File: config.mk
export PLATFORM = sky130hd
export DESIGN_NAME = pw_wake_seq
export DESIGN_NICKNAME = d
export VERILOG_FILES = /design/src/rtl/pw_seq_pkg.sv /design/src/rtl/pw_state_ctrl.sv /design/src/rtl/pw_wake_timer.sv /design/src/rtl/pw_autonap.sv /design/src/rtl/pw_wake_seq.sv
export SDC_FILE = /design/constraint.sdc
export NUM_CORES = 1
export LEC_CHECK = 0
export CAP_MARGIN = 20
export CORE_UTILIZATION = 58
export CTS_BUF_LIST = sky130_fd_sc_hd__clkbuf_4 sky130_fd_sc_hd__clkbuf_8
export DETAILED_ROUTE_END_ITERATION = 10
export HOLD_SLACK_MARGIN = 0.02
export PLACE_DENSITY = 0.86
export SYNTH_ARGS = -nofsm -noshare
export SYNTH_HDL_FRONTEND = slang
export SYNTH_SLANG_ARGS = --single-unit
File: constraint.sdc
create_clock -name clk -period 3.05 [get_ports clk]
set_input_delay 0.61 -clock clk [delete_from_list [all_inputs] [get_ports clk]]
set_output_delay 0.61 -clock clk [all_outputs]
set_load 0.01 [all_outputs]
File: src/rtl/pw_seq_pkg.sv
// Shared types for the power-mode wake sequencer.
// Assumes: a two-bit request code where the upper bit forces deep sleep.
package pw_seq_pkg;

    typedef enum logic [1:0] {
        PW_ACTIVE = 2'd0,
        PW_NAP    = 2'd1,
        PW_STBY   = 2'd2
    } pw_state_t;

    // Map the raw request code onto a power state.
    function automatic pw_state_t decode_req(input logic [1:0] code);
        pw_state_t s;
        if (code[1])
            s = PW_STBY;
        else if (code[0])
            s = PW_NAP;
        else
            s = PW_ACTIVE;
        return s;
    endfunction

endpackage

File: src/rtl/pw_state_ctrl.sv
// Power-state register with request legality check and wake-delay select.
// Refuses light sleep when the on-chip reference is selected and keeps a
// sticky error flag. Assumes a counter downstream that consumes the
// wake load pulse and delay value.
module pw_state_ctrl
    import pw_seq_pkg::*;
#(
    parameter int unsigned NAP_WAKE = 60,
    parameter int unsigned STBY_INT = 1000,
    parameter int unsigned STBY_EXT = 100,
    parameter int unsigned CW       = 10
) (
    input  logic            clk,
    input  logic            rst_n,
    input  logic [1:0]      req_i,
    input  logic            ref_ext_i,
    input  logic            bad_i,
    output pw_state_t       state_o,
    output pw_state_t       next_o,
    output logic            wake_load_o,
    output logic [CW-1:0]   wake_val_o,
    output logic            err_o
);

    pw_state_t state_q;
    pw_state_t target;
    pw_state_t next_s;
    logic      illegal;
    logic      err_q;

    // Decode the request and reject light sleep on the on-chip reference.
    always_comb begin
        target  = decode_req(req_i);
        illegal = (target == PW_NAP) && !ref_ext_i;
        next_s  = illegal ? state_q : target;
    end

    // Pick the wake delay from the state being left and the reference source.
    always_comb begin
        wake_load_o = (state_q != PW_ACTIVE) && (next_s == PW_ACTIVE);
        if (state_q == PW_NAP)
            wake_val_o = CW'(NAP_WAKE);
        else if (ref_ext_i)
            wake_val_o = CW'(STBY_EXT);
        else
            wake_val_o = CW'(STBY_INT);
    end

    // Hold the current power state.
    always_ff @(posedge clk) begin
        if (!rst_n)
            state_q <= PW_ACTIVE;
        else
            state_q <= next_s;
    end

    // Sticky error: set by any refused request or illegal auto-doze attempt.
    always_ff @(posedge clk) begin
        if (!rst_n)
            err_q <= 1'b0;
        else
            err_q <= err_q | illegal | bad_i;
    end

    assign state_o = state_q;
    assign next_o  = next_s;
    assign err_o   = err_q;

endmodule

File: src/rtl/pw_wake_timer.sv
// Down-counter for the wake-up delay. It reports busy while the count is
// non-zero. A clear wins over a load; a load wins over counting.
module pw_wake_timer #(
    parameter int unsigned CW = 10
) (
    input  logic          clk,
    input  logic          rst_n,
    input  logic          clr_i,
    input  logic          load_i,
    input  logic [CW-1:0] val_i,
    output logic          busy_o
);

    logic [CW-1:0] cnt_q;

    // Load, clear or count down the remaining wake cycles.
    always_ff @(posedge clk) begin
        if (!rst_n)
            cnt_q <= '0;
        else if (clr_i)
            cnt_q <= '0;
        else if (load_i)
            cnt_q <= val_i;
        else if (cnt_q != '0)
            cnt_q <= cnt_q - 1'b1;
    end

    assign busy_o = (cnt_q != '0);

endmodule

File: src/rtl/pw_autonap.sv
// Auto-doze scheduler. It enters light sleep on a busy rise and releases it
// so that the following wake delay ends one conversion period after the
// last forwarded start. Assumes PERIOD exceeds NAP_WAKE by at least 3.
module pw_autonap #(
    parameter int unsigned PERIOD   = 400,
    parameter int unsigned NAP_WAKE = 60
) (
    input  logic clk,
    input  logic rst_n,
    input  logic en_i,
    input  logic ref_ext_i,
    input  logic active_i,
    input  logic kill_i,
    input  logic busy_i,
    input  logic conv_go_i,
    output logic hold_o,
    output logic release_o,
    output logic bad_o
);

    localparam int unsigned SW     = $clog2(PERIOD + 1);
    localparam int unsigned REL_AT = (PERIOD > NAP_WAKE + 2) ? (PERIOD - NAP_WAKE - 2) : 0;

    logic          busy_q;
    logic          hold_q;
    logic [SW-1:0] since_q;
    logic          rise;
    logic          late;
    logic          enter;

    // Edge detect, schedule position and entry/release decisions.
    always_comb begin
        rise      = busy_i && !busy_q;
        late      = (since_q >= SW'(REL_AT));
        enter     = rise && en_i && ref_ext_i && active_i && !kill_i && !hold_q && !late;
        release_o = hold_q && !kill_i && (late || !en_i || !ref_ext_i);
        bad_o     = rise && en_i && !ref_ext_i && active_i;
    end

    // Remember the previous busy level.
    always_ff @(posedge clk) begin
        if (!rst_n)
            busy_q <= 1'b0;
        else
            busy_q <= busy_i;
    end

    // Count cycles since the last forwarded start, saturating at the period.
    always_ff @(posedge clk) begin
        if (!rst_n)
            since_q <= SW'(PERIOD);
        else if (conv_go_i)
            since_q <= '0;
        else if (since_q < SW'(PERIOD))
            since_q <= since_q + 1'b1;
    end

    // Auto-doze hold flag.
    always_ff @(posedge clk) begin
        if (!rst_n)
            hold_q <= 1'b0;
        else if (kill_i || release_o)
            hold_q <= 1'b0;
        else if (enter)
            hold_q <= 1'b1;
    end

    assign hold_o = hold_q;

endmodule

File: src/rtl/pw_wake_seq.sv
// Top of the power-mode wake sequencer. It drives the light- and deep-sleep
// lines, gates convert-start on the ready flag and optionally dozes after
// each conversion. All delays are in clock cycles.
module pw_wake_seq
    import pw_seq_pkg::*;
#(
    parameter int unsigned NAP_WAKE_CYC    = 60,
    parameter int unsigned STBY_INT_CYC    = 100_000_000,
    parameter int unsigned STBY_EXT_CYC    = 16_000,
    parameter int unsigned CONV_PERIOD_CYC = 400,
    parameter bit          HAS_AUTO_NAP    = 1'b1
) (
    input  logic       clk,
    input  logic       rst_n,
    input  logic [1:0] pwr_req_i,
    input  logic       ref_ext_i,
    input  logic       auto_nap_i,
    input  logic       conv_req_i,
    input  logic       busy_i,
    output logic       nap_o,
    output logic       stby_o,
    output logic       ready_o,
    output logic       conv_go_o,
    output logic       err_o
);

    localparam int unsigned MAX_A = (STBY_INT_CYC > STBY_EXT_CYC) ? STBY_INT_CYC : STBY_EXT_CYC;
    localparam int unsigned MAX_D = (MAX_A > NAP_WAKE_CYC) ? MAX_A : NAP_WAKE_CYC;
    localparam int unsigned CW    = $clog2(MAX_D + 1);

    pw_state_t      state;
    pw_state_t      next_state;
    logic           wake_load;
    logic [CW-1:0]  wake_val;
    logic           an_hold;
    logic           an_release;
    logic           an_bad;
    logic           active;
    logic           kill;
    logic           t_load;
    logic [CW-1:0]  t_val;
    logic           t_busy;

    pw_state_ctrl #(
        .NAP_WAKE (NAP_WAKE_CYC),
        .STBY_INT (STBY_INT_CYC),
        .STBY_EXT (STBY_EXT_CYC),
        .CW       (CW)
    ) u_state (
        .clk         (clk),
        .rst_n       (rst_n),
        .req_i       (pwr_req_i),
        .ref_ext_i   (ref_ext_i),
        .bad_i       (an_bad),
        .state_o     (state),
        .next_o      (next_state),
        .wake_load_o (wake_load),
        .wake_val_o  (wake_val),
        .err_o       (err_o)
    );

    // Glue between state control, auto-doze and the wake timer.
    always_comb begin
        active    = (state == PW_ACTIVE);
        kill      = (next_state != PW_ACTIVE);
        t_load    = wake_load || an_release;
        t_val     = an_release ? CW'(NAP_WAKE_CYC) : wake_val;
        ready_o   = active && !t_busy && !an_hold;
        conv_go_o = conv_req_i && ready_o;
        nap_o     = (state == PW_NAP) || an_hold;
        stby_o    = (state == PW_STBY);
    end

    pw_wake_timer #(
        .CW (CW)
    ) u_timer (
        .clk    (clk),
        .rst_n  (rst_n),
        .clr_i  (kill),
        .load_i (t_load),
        .val_i  (t_val),
        .busy_o (t_busy)
    );

    generate
        if (HAS_AUTO_NAP) begin : g_autonap
            pw_autonap #(
                .PERIOD   (CONV_PERIOD_CYC),
                .NAP_WAKE (NAP_WAKE_CYC)
            ) u_autonap (
                .clk       (clk),
                .rst_n     (rst_n),
                .en_i      (auto_nap_i),
                .ref_ext_i (ref_ext_i),
                .active_i  (active),
                .kill_i    (kill),
                .busy_i    (busy_i),
                .conv_go_i (conv_go_o),
                .hold_o    (an_hold),
                .release_o (an_release),
                .bad_o     (an_bad)
            );
        end else begin : g_no_autonap
            assign an_hold    = 1'b0;
            assign an_release = 1'b0;
            assign an_bad     = 1'b0;
        end
    endgenerate

endmodule

Word-level counts from Yosys, hierarchy flattened
Cells that the tools add are included.
{"block": "classes", "n_bitwise": 3, "n_lt_le_gt_ge": 2, "add_sub_neg": 2, "n_eq_ne": 3, "n_mux": 10, "reduce_logical": 38}
{"cell": "$mux 27", "n": 5}
{"cell": "$reduce_bool 27->1", "n": 1}
{"cell": "$sub 27x1->27 const B", "n": 1}
{"cell": "$mux 9", "n": 2}
{"cell": "$logic_and 1x1->1", "n": 16}
{"cell": "$add 9x1->9 const B", "n": 1}
{"cell": "$ge 9x9->1 const B", "n": 1}
{"cell": "$lt 9x9->1 const B", "n": 1}
{"cell": "$reduce_bool 2->1", "n": 4}
{"cell": "$logic_not 1->1", "n": 7}
{"cell": "$reduce_or 2->1", "n": 3}
{"cell": "$logic_or 1x1->1", "n": 5}
{"cell": "$eq 2x1->1 const B", "n": 2}
{"cell": "$logic_not 2->1", "n": 2}
{"cell": "$mux 2", "n": 2}
{"cell": "$eq 2x2->1 const B", "n": 1}
{"cell": "$or 1x1->1", "n": 2}
{"cell": "$mux 1", "n": 1}
{"cell": "$not 1->1", "n": 1}
{"block": "word_totals", "out_inout_bits": 5, "regBits": 41, "elab_cells": 65, "in_bits": 8}

Longest topological paths before layout
Gate-level depths: netlist of run 1.
{"block": "depth", "depth_word": 11, "mapped_depth": 9, "ltp_nobuf": 7}

Modules after synthesis
A second synthesis of run 1 with hierarchy kept.
{"block": "unflattened", "hier_cells": 339, "area_unflattened_um2": 2777.7}
{"mod": "pw_wake_timer", "n_inst": 1, "seq_area_each_um2": 540.5, "cells_per_inst": 186, "area_each_um2": 1594.0}
{"mod": "pw_autonap", "n_inst": 1, "seq_area_each_um2": 220.2, "cells_per_inst": 73, "area_each_um2": 610.6}
{"mod": "pw_state_ctrl", "n_inst": 1, "seq_area_each_um2": 60.1, "cells_per_inst": 43, "area_each_um2": 331.6}
{"mod": "pw_wake_seq", "n_inst": 1, "seq_area_each_um2": 0.0, "cells_per_inst": 37, "area_each_um2": 241.5}

Worst setup path after synthesis of run 1
No wires, ideal clock.
{"block": "synth_path", "kind": "register to output", "start": "reg u_timer.cnt_q[0]", "end": "out conv_go_o", "path_slack_ps": 364, "required_ps": 2440, "arrival_time_ps": 2076, "path_stages_with_launch": 8, "cell_sequence": "dfxtp_1 inv_1 ha_1 or4b_1 buf_2 nor4_4 nand2_1 nor3_1"}
{"block": "synth_via", "elab_chain_len": 5}
{"item": "start, declared", "line": "pw_wake_timer.sv:14", "rtl": "logic [CW-1:0] cnt_q;"}
{"item": "start signal, assigned", "line": "pw_wake_timer.sv:23", "rtl": "cnt_q <= val_i;"}
{"item": "start signal, assigned", "line": "pw_wake_timer.sv:25", "rtl": "cnt_q <= cnt_q - 1'b1;"}
{"item": "$reduce_bool 27->1", "line": "pw_wake_timer.sv:28", "rtl": "assign busy_o = (cnt_q != '0);"}
{"item": "$logic_not 1->1", "line": "pw_wake_seq.sv:68", "rtl": "ready_o = active && !t_busy && !an_hold;"}
{"item": "$logic_and 1x1->1 (2 in a row)", "line": "pw_wake_seq.sv:68"}
{"item": "$logic_and 1x1->1", "line": "pw_wake_seq.sv:69", "rtl": "conv_go_o = conv_req_i && ready_o;"}
{"item": "end, declared", "line": "pw_wake_seq.sv:23", "rtl": "output logic conv_go_o,"}
Every way passes these cells.

Worst setup path in the final report of run 1
{"block": "layout_path", "start": "reg u_timer.cnt_q[8]", "end": "out ready_o"}
{"block": "layout_via", "elab_chain_len": 4}
{"item": "$reduce_bool 27->1", "line": "pw_wake_timer.sv:28"}
{"item": "$logic_not 1->1", "line": "pw_wake_seq.sv:68"}
{"item": "$logic_and 1x1->1 (2 in a row)", "line": "pw_wake_seq.sv:68"}
{"item": "end, declared", "line": "pw_wake_seq.sv:22", "rtl": "output logic ready_o,"}
Every way passes these cells.

==> metrics.md, run 1 <==
| Metric | Value |
|---|---|
| Cells after Synth | 253 |
| Slew @ Worst Pin | 0.864 ns |
| Peak Freq | 350 MHz |
| CP Class | reg -> out |
| Syn_nets | 264 |
| First-pass GRT wire length | 8.73 mm |
| Fillers | 240 |
| Main flop type after synthesis | dfxtp_1 |
| Total grt overflow | 0 |
| Clock-pin slew on the worst setup and hold paths | 0.08 ns |
| Largest family of logic cells by synthesized area | simple AND/OR/NAND/NOR gates |
| Number of buffers added to fix hold violations after cts | 0 |
| Post-synth cell types | 48 |
| Initial antenna violation count | 0 |
| Syn Area/Cell | 8.46 sq um |
| Drt pass-1 iters | 4 |
| Total track usage | 28.2% |
| Clk root buf | clkbuf_8 |
| Crit path DAT | 2.25 ns |
| Max cap viols | 0 |
| Largest net degree at the start of global routing | 14 |
| Commonest non-fill, non-tap cell in the layout | dfxtp_1 |
| Mapped cell area | 2140 sq um |
| Ys async rst share | 0% |
| Most frequent cells in the layout | 41 x dfxtp_1, 28 x nor2_1, 24 x a21oi_1 |
| Layout cells sized above 1 | 12.5% |
| Via-per-instance ratio | 6.25 |
| Via count | 2037 |
| Post-synthesis simple-gate area fraction | 27.8% |
| Min Tclk post-route | 2.86 ns |
| Xor and xnor area share after synthesis | 6.96% |
| Die ar. | 3940 sq um |
| Crit start category | flop |
| Detailed Route WL | 4.90 mm |
| Post-DP HPWL | 3.51 mm |
| Sequential area share after synthesis | 38.4% |
| EDFF count, synth | 0 |
| Core footprint | 3440 sq um |
| Worst Hold Class | reg -> reg |
| Synth Area in Compound Gates | 20.5% |
| RSZ-0062 raised after global routing | false |
| Crit path required time | 2.44 ns |
| Final clock skew | 0.00662 ns |
| I/O Pins | 13 |
| Height of the die | 62.7 microns |
| Post-synthesis mux area share | 1.46% |
| Slew Viols, Final | 0 |
| Slew HR | 41.8% |
| CTS Buf Count | 5 |
| # clock sinks | 41 |
| Routability Congestion | 0.824 |
| Port Buf Inserts | 12 |
| Vias in the first global route | 1931 |
| Worst-path maximum fanout | 6 |
| CTS tree | done |
| #FFs+latches synth | 41 |
| Post-Synth Adder-Cell Area | 1.75% |
| Antenna cell count | 0 |
| Layout area overhead | 18.3% |
| Final period util | 93.7% |
| Setup TNS | 0 ns |
| H-tree depth | 2 |
| Nets | 290 |
| Synthesis Warnings | 0 |
| Initial core utilization | 62.2% |
| Final hold vios | 0 |
| CTS Buffer Depth | 2 |
| Status | finished, final reports clean |
| Clk Latency, worst-skew pair | 0.30 ns |
| DR WL/cell | 15.0 microns |
| Remaining antenna violation count | 0 |
| Setup Buffers After CTS | 0 |
| Initial DRC count | 133 |
| Setup violations, final | 0 |
| FP Rows | 21 |
| Die Wd | 62.7 microns |
| Worst Setup End Kind | output port |
| Final routed DRC violation total | 0 |
==> worst max-delay path, cell delays in order, from the launching register on <==
cell and delay, ns:
dfxtp_1 0.37, or4_4 0.61, nor4_4 0.33, nand2_2 0.13, nor4_1 0.20, dlygate4sd2_1 0.30
==> cells in the mapped netlist, drive strengths merged (7+ instances only) <==
library cell  instances  area [sq um]
dfxtp                41           821
nor2                 28           105
a21oi                24           120
nor4                 12          90.1
o21ai                12          60.1
a31oi                10          62.6
inv                  10          37.5
nand2                10          37.5
or4                  10          82.6
xor2                 10          87.6
nor3                  8          45.0
xnor2                 7          61.3
==> per-stage QoR <==
step | std cells | setup WS [ns] | hold slack (ns) | util [%] | area (sq um)
floorplan | 253 | 0.364 | 0.446 | - | 2140
CTS | 326 | 0.148 | 0.489 | 73.5 | 2530
detailed placement | 318 | 0.0762 | 0.471 | 69.5 | 2390
global route | 326 | 0.0468 | 0.514 | 73.5 | 2530
global placement | 318 | 0.151 | 0.454 | 69.5 | 2390
finish | 326 | 0.192 | 0.500 | 73.5 | 2530
==> layer usage <==
metal  up-vias  track usage [%]  routed length [microns]
met5         -                0                        0
met4         0             12.2                       89
met3         9             6.93                      255
met2        67             46.3                     2400
met1       957             35.0                     2150
li1       1004                -                        -
==> registers in the layout (all words and copies together), names as in the netlist <==
register / flops
u_timer.cnt_q: 27
g_autonap.u_autonap.busy_q: 1
u_state.err_o: 1
g_autonap.u_autonap.hold_o: 1
g_autonap.u_autonap.since_q: 9
u_state.state_o: 2
==> worst paths after layout <==
path | from | end | slack (ns) | cells past startpoint
worst max-delay path | u_timer.cnt_q[8]$_SDFFE_PP0P_ | ready_o | 0.19 | 5
worst min-delay path | u_state.err_o$_SDFF_PN0_ | u_state.err_o$_SDFF_PN0_ | 0.50 | 1
worst max register to register | u_timer.cnt_q[8]$_SDFFE_PP0P_ | u_timer.cnt_q[24]$_SDFFE_PP0P_ | 0.62 | 5
worst min register to register | u_state.err_o$_SDFF_PN0_ | u_state.err_o$_SDFF_PN0_ | 0.50 | 1
==> cell type report <==
class | count | area, sq um | area share [%]
multi-input combinational | 195 | 1270 | 50.3
sequential | 41 | 821 | 32.4
clock buffer | 6 | 82.6 | 3.26
tap | 46 | 57.6 | 2.27
timing repair buffer | 26 | 223 | 8.80
clock inverter | 2 | 37.5 | 1.48
inverter | 10 | 37.5 | 1.48
==> cells by family (layout without fill, tap and decap cells) <==
group                      after synthesis  count (layout)
adders and majority gates                3               3
and+or+nand+nor                        103             103
DFF                                     41              41
muxes                                    3               3
xor gates and xnor gates                17              17
AOI/OAI and AO/OA                       69              69
buffers and inverters                   17              44
==> what timing repair did <==
| action | in CTS | in global routing |
|---|---|---|
| endpoints found under the hold margin | 0 | 0 |
| resized for setup | 7 | 0 |
| cloned | 0 | 0 |
| endpoints found under the setup margin | 2 | 2 |
| pin swaps | 0 | 1 |
Power of run 1 is not shown: default switching activity piles up to over one toggle a cycle in this logic, so the estimate is an artifact.
==> inputs of run 2 (changes only) <==
Settings changed: CORE_ASPECT_RATIO from default to 0.9.
==> run 2 against run 1 <==
Effect of this change:
- clock skew decreased by 0.0019 ns
- die area about the same
- fmax fell by 1.5%
- via count is 1.0% higher
- register-to-register slack barely moved
- design area down 0.15%
- worst setup slack worse by 0.044 ns
- critical endpoint is now conv_go_o
==> metrics.md, run 2 (synthesis gave the netlist of run 1 again) <==
| Metric | Value |
|---|---|
| Status | finished, final reports clean |
| H-tree depth | 2 (unchanged) |
| Commonest non-fill, non-tap cell in the layout | dfxtp_1 |
| Met3 routed WL | 344 microns (+35%) |
| CTS Buffer Depth | 2 (unchanged) |
| Vias in the first global route | 1881 (-2.6%) |
| Non-Filler Instances | 327 (+0.31%) |
| Wire length on met2 | 2.28 mm (-5.0%) |
| CTS Buf Count | 5 (unchanged) |
| WL met1 | 2.32 mm (+7.5%) |
| Final hold vios | 0 (unchanged) |
| Die Wd | 66.0 microns (+5.2%) |
| Seq. cell area | 821 sq um (unchanged) |
| Clk Latency, worst-skew pair | 0.29 ns (about the same) |
| Crit path DAT | 2.29 ns (+0.04 ns) |
| Peak Freq | 345 MHz (-1.5%) |
| Worst Setup End Kind | output port |
| CP Class | reg -> out |
| Most frequent cells in the layout | 41 x dfxtp_1, 28 x nor2_1, 24 x a21oi_1 |
| Largest register by flop count | u_timer.cnt_q |
| Routability Congestion | 0.913 (+11%) |
| Total track usage | 29.2% (+0.96 points) |
| Remaining antenna violation count | 0 (unchanged) |
| Final period util | 95.1% (+1.4 points) |
| Final routed DRC violation total | 0 (unchanged) |
| Antenna cell count | 0 (unchanged) |
| Clock-pin slew on the worst setup and hold paths | 0.07 ns (about the same) |
| Via-per-instance ratio | 6.29 (+0.72%) |
| Post-DP Area | 2420 sq um (+1.2%) |
| Clk root buf | clkbuf_8 |
| Final clock skew | 0.00474 ns (-0.00187 ns) |
| Core footprint | 3450 sq um (+0.33%) |
| FP Rows | 20 (-4.8%) |
| # clock sinks | 41 (unchanged) |
| I/O Pins | 13 (unchanged) |
| Layout cells sized above 1 | 13.4% (+0.93 points) |
| Setup violations, final | 0 (unchanged) |
| Initial DRC count | 148 (+11%) |
| Min Tclk post-route | 2.90 ns (+0.0435 ns) |
| CTS tree | done |
| Height of the die | 59.6 microns (-5.0%) |
| Largest net degree at the start of global routing | 12 (-2) |
| Initial antenna violation count | 0 (unchanged) |
| Fillers | 255 (+6.3%) |
| Crit start category | flop |
| Port Buf Inserts | 12 (unchanged) |
| Placed cells | 320 (+0.63%) |
| Worst path slowest cell | or4b_4 |
| DR WL/cell | 15.5 microns (+2.9%) |
| Top Metal Used | met4 |
| Cell Chain, Critical Path | inv_1 -> ha_1 -> or4b_4 -> nor4_4 -> nand2_2 -> nor3_4 -> dlygate4sd2_1 |
| Drt pass-1 iters | 4 (unchanged) |
| Die ar. | 3940 sq um (about the same) |
| Slew @ Worst Pin | 0.818 ns (-0.0456 ns) |
| Max FFs per register | 27 (unchanged) |
| RSZ-0062 raised after global routing | false |
| Reg2reg setup slack | 0.61 ns (about the same) |
| Max stage delay on crit path | 0.50 ns (-0.11 ns) |
| Via count | 2058 (+1.0%) |
| Post-DP HPWL | 3.84 mm (+9.4%) |
| Initial core utilization | 62.0% (-0.20 points) |
| Crit path required time | 2.44 ns (about the same) |
| Slew Viols, Final | 0 (unchanged) |
| Worst Hold Class | reg -> reg |
| Nets | 294 (+1.4%) |
| Slew HR | 44.6% (+2.8 points) |
| Multi-input gate area | 1270 sq um (+0.20%) |
| Detailed Route WL | 5.05 mm (+3.2%) |
| Max cap viols | 0 (unchanged) |
| Fin area | 2530 sq um (-0.15%) |
| Layout area overhead | 18.1% |
| Worst-path maximum fanout | 4 (-2) |
| Total grt overflow | 0 (unchanged) |
| First-pass GRT wire length | 8.64 mm (-1.0%) |
-- run 2: metal layers --
layer / GRT usage (%) / up-vias
met3: 6.73 / 14
met1: 38.2 / 970
met5: 0 / -
met4: 12.8 / 0
li1: - / 1009
met2: 46.2 / 65
-- run 2: metrics by stage --
stage / hold WS [ns] / TNS, ns / utilization [%] / setup slack (ns)
after floorplan: 0.446 / 0 / - / 0.364
after global placement: 0.451 / 0 / 70.1 / 0.0182
after detailed placement: 0.471 / -0.0121 / 70.1 / -0.0121
after CTS: 0.489 / 0 / 73.0 / 0.0202
after global routing: 0.523 / 0 / 73.2 / 0.0190
final: 0.495 / 0 / 73.2 / 0.148
-- run 2: path summary, 6_finish.rpt --
kind | startpoint | endpoint | cells past startpoint
max | u_timer.cnt_q[0]$_SDFFE_PP0P_ | conv_go_o | 7
min | u_state.err_o$_SDFF_PN0_ | u_state.err_o$_SDFF_PN0_ | 1
max reg2reg | u_timer.cnt_q[12]$_SDFFE_PP0P_ | u_timer.cnt_q[7]$_SDFFE_PP0P_ | 6
min reg2reg | u_state.err_o$_SDFF_PN0_ | u_state.err_o$_SDFF_PN0_ | 1
-- run 2: cell type report --
type / instances / area share, %
Inverter: 10 / 1.49
Timing Repair Buffer: 30 / 9.85
Tap cell: 44 / 2.18
Sequential cell: 41 / 32.5
Multi-Input combinational cell: 195 / 50.4
Clock buffer: 7 / 3.56
-- run 2: what timing repair did --
| item | 4_1_cts | 5_1_grt |
|---|---|---|
| setup buffers | 0 | 0 |
| pin swaps | 0 | 0 |
| resized for setup | 5 | 5 |
| setup endpoints to repair | 2 | 2 |
| hold buffers | 0 | 0 |
-- run 2: critical path, delay by kind of cell, from the launching register on --
family                   cells  cell delay [ns]
AND/OR/NAND/NOR              4             1.18
buffers and inverters        2             0.34
flip-flops                   1             0.31
adder cells (fa/ha/maj)      1             0.16
Power of run 2 is left out for the same reason.
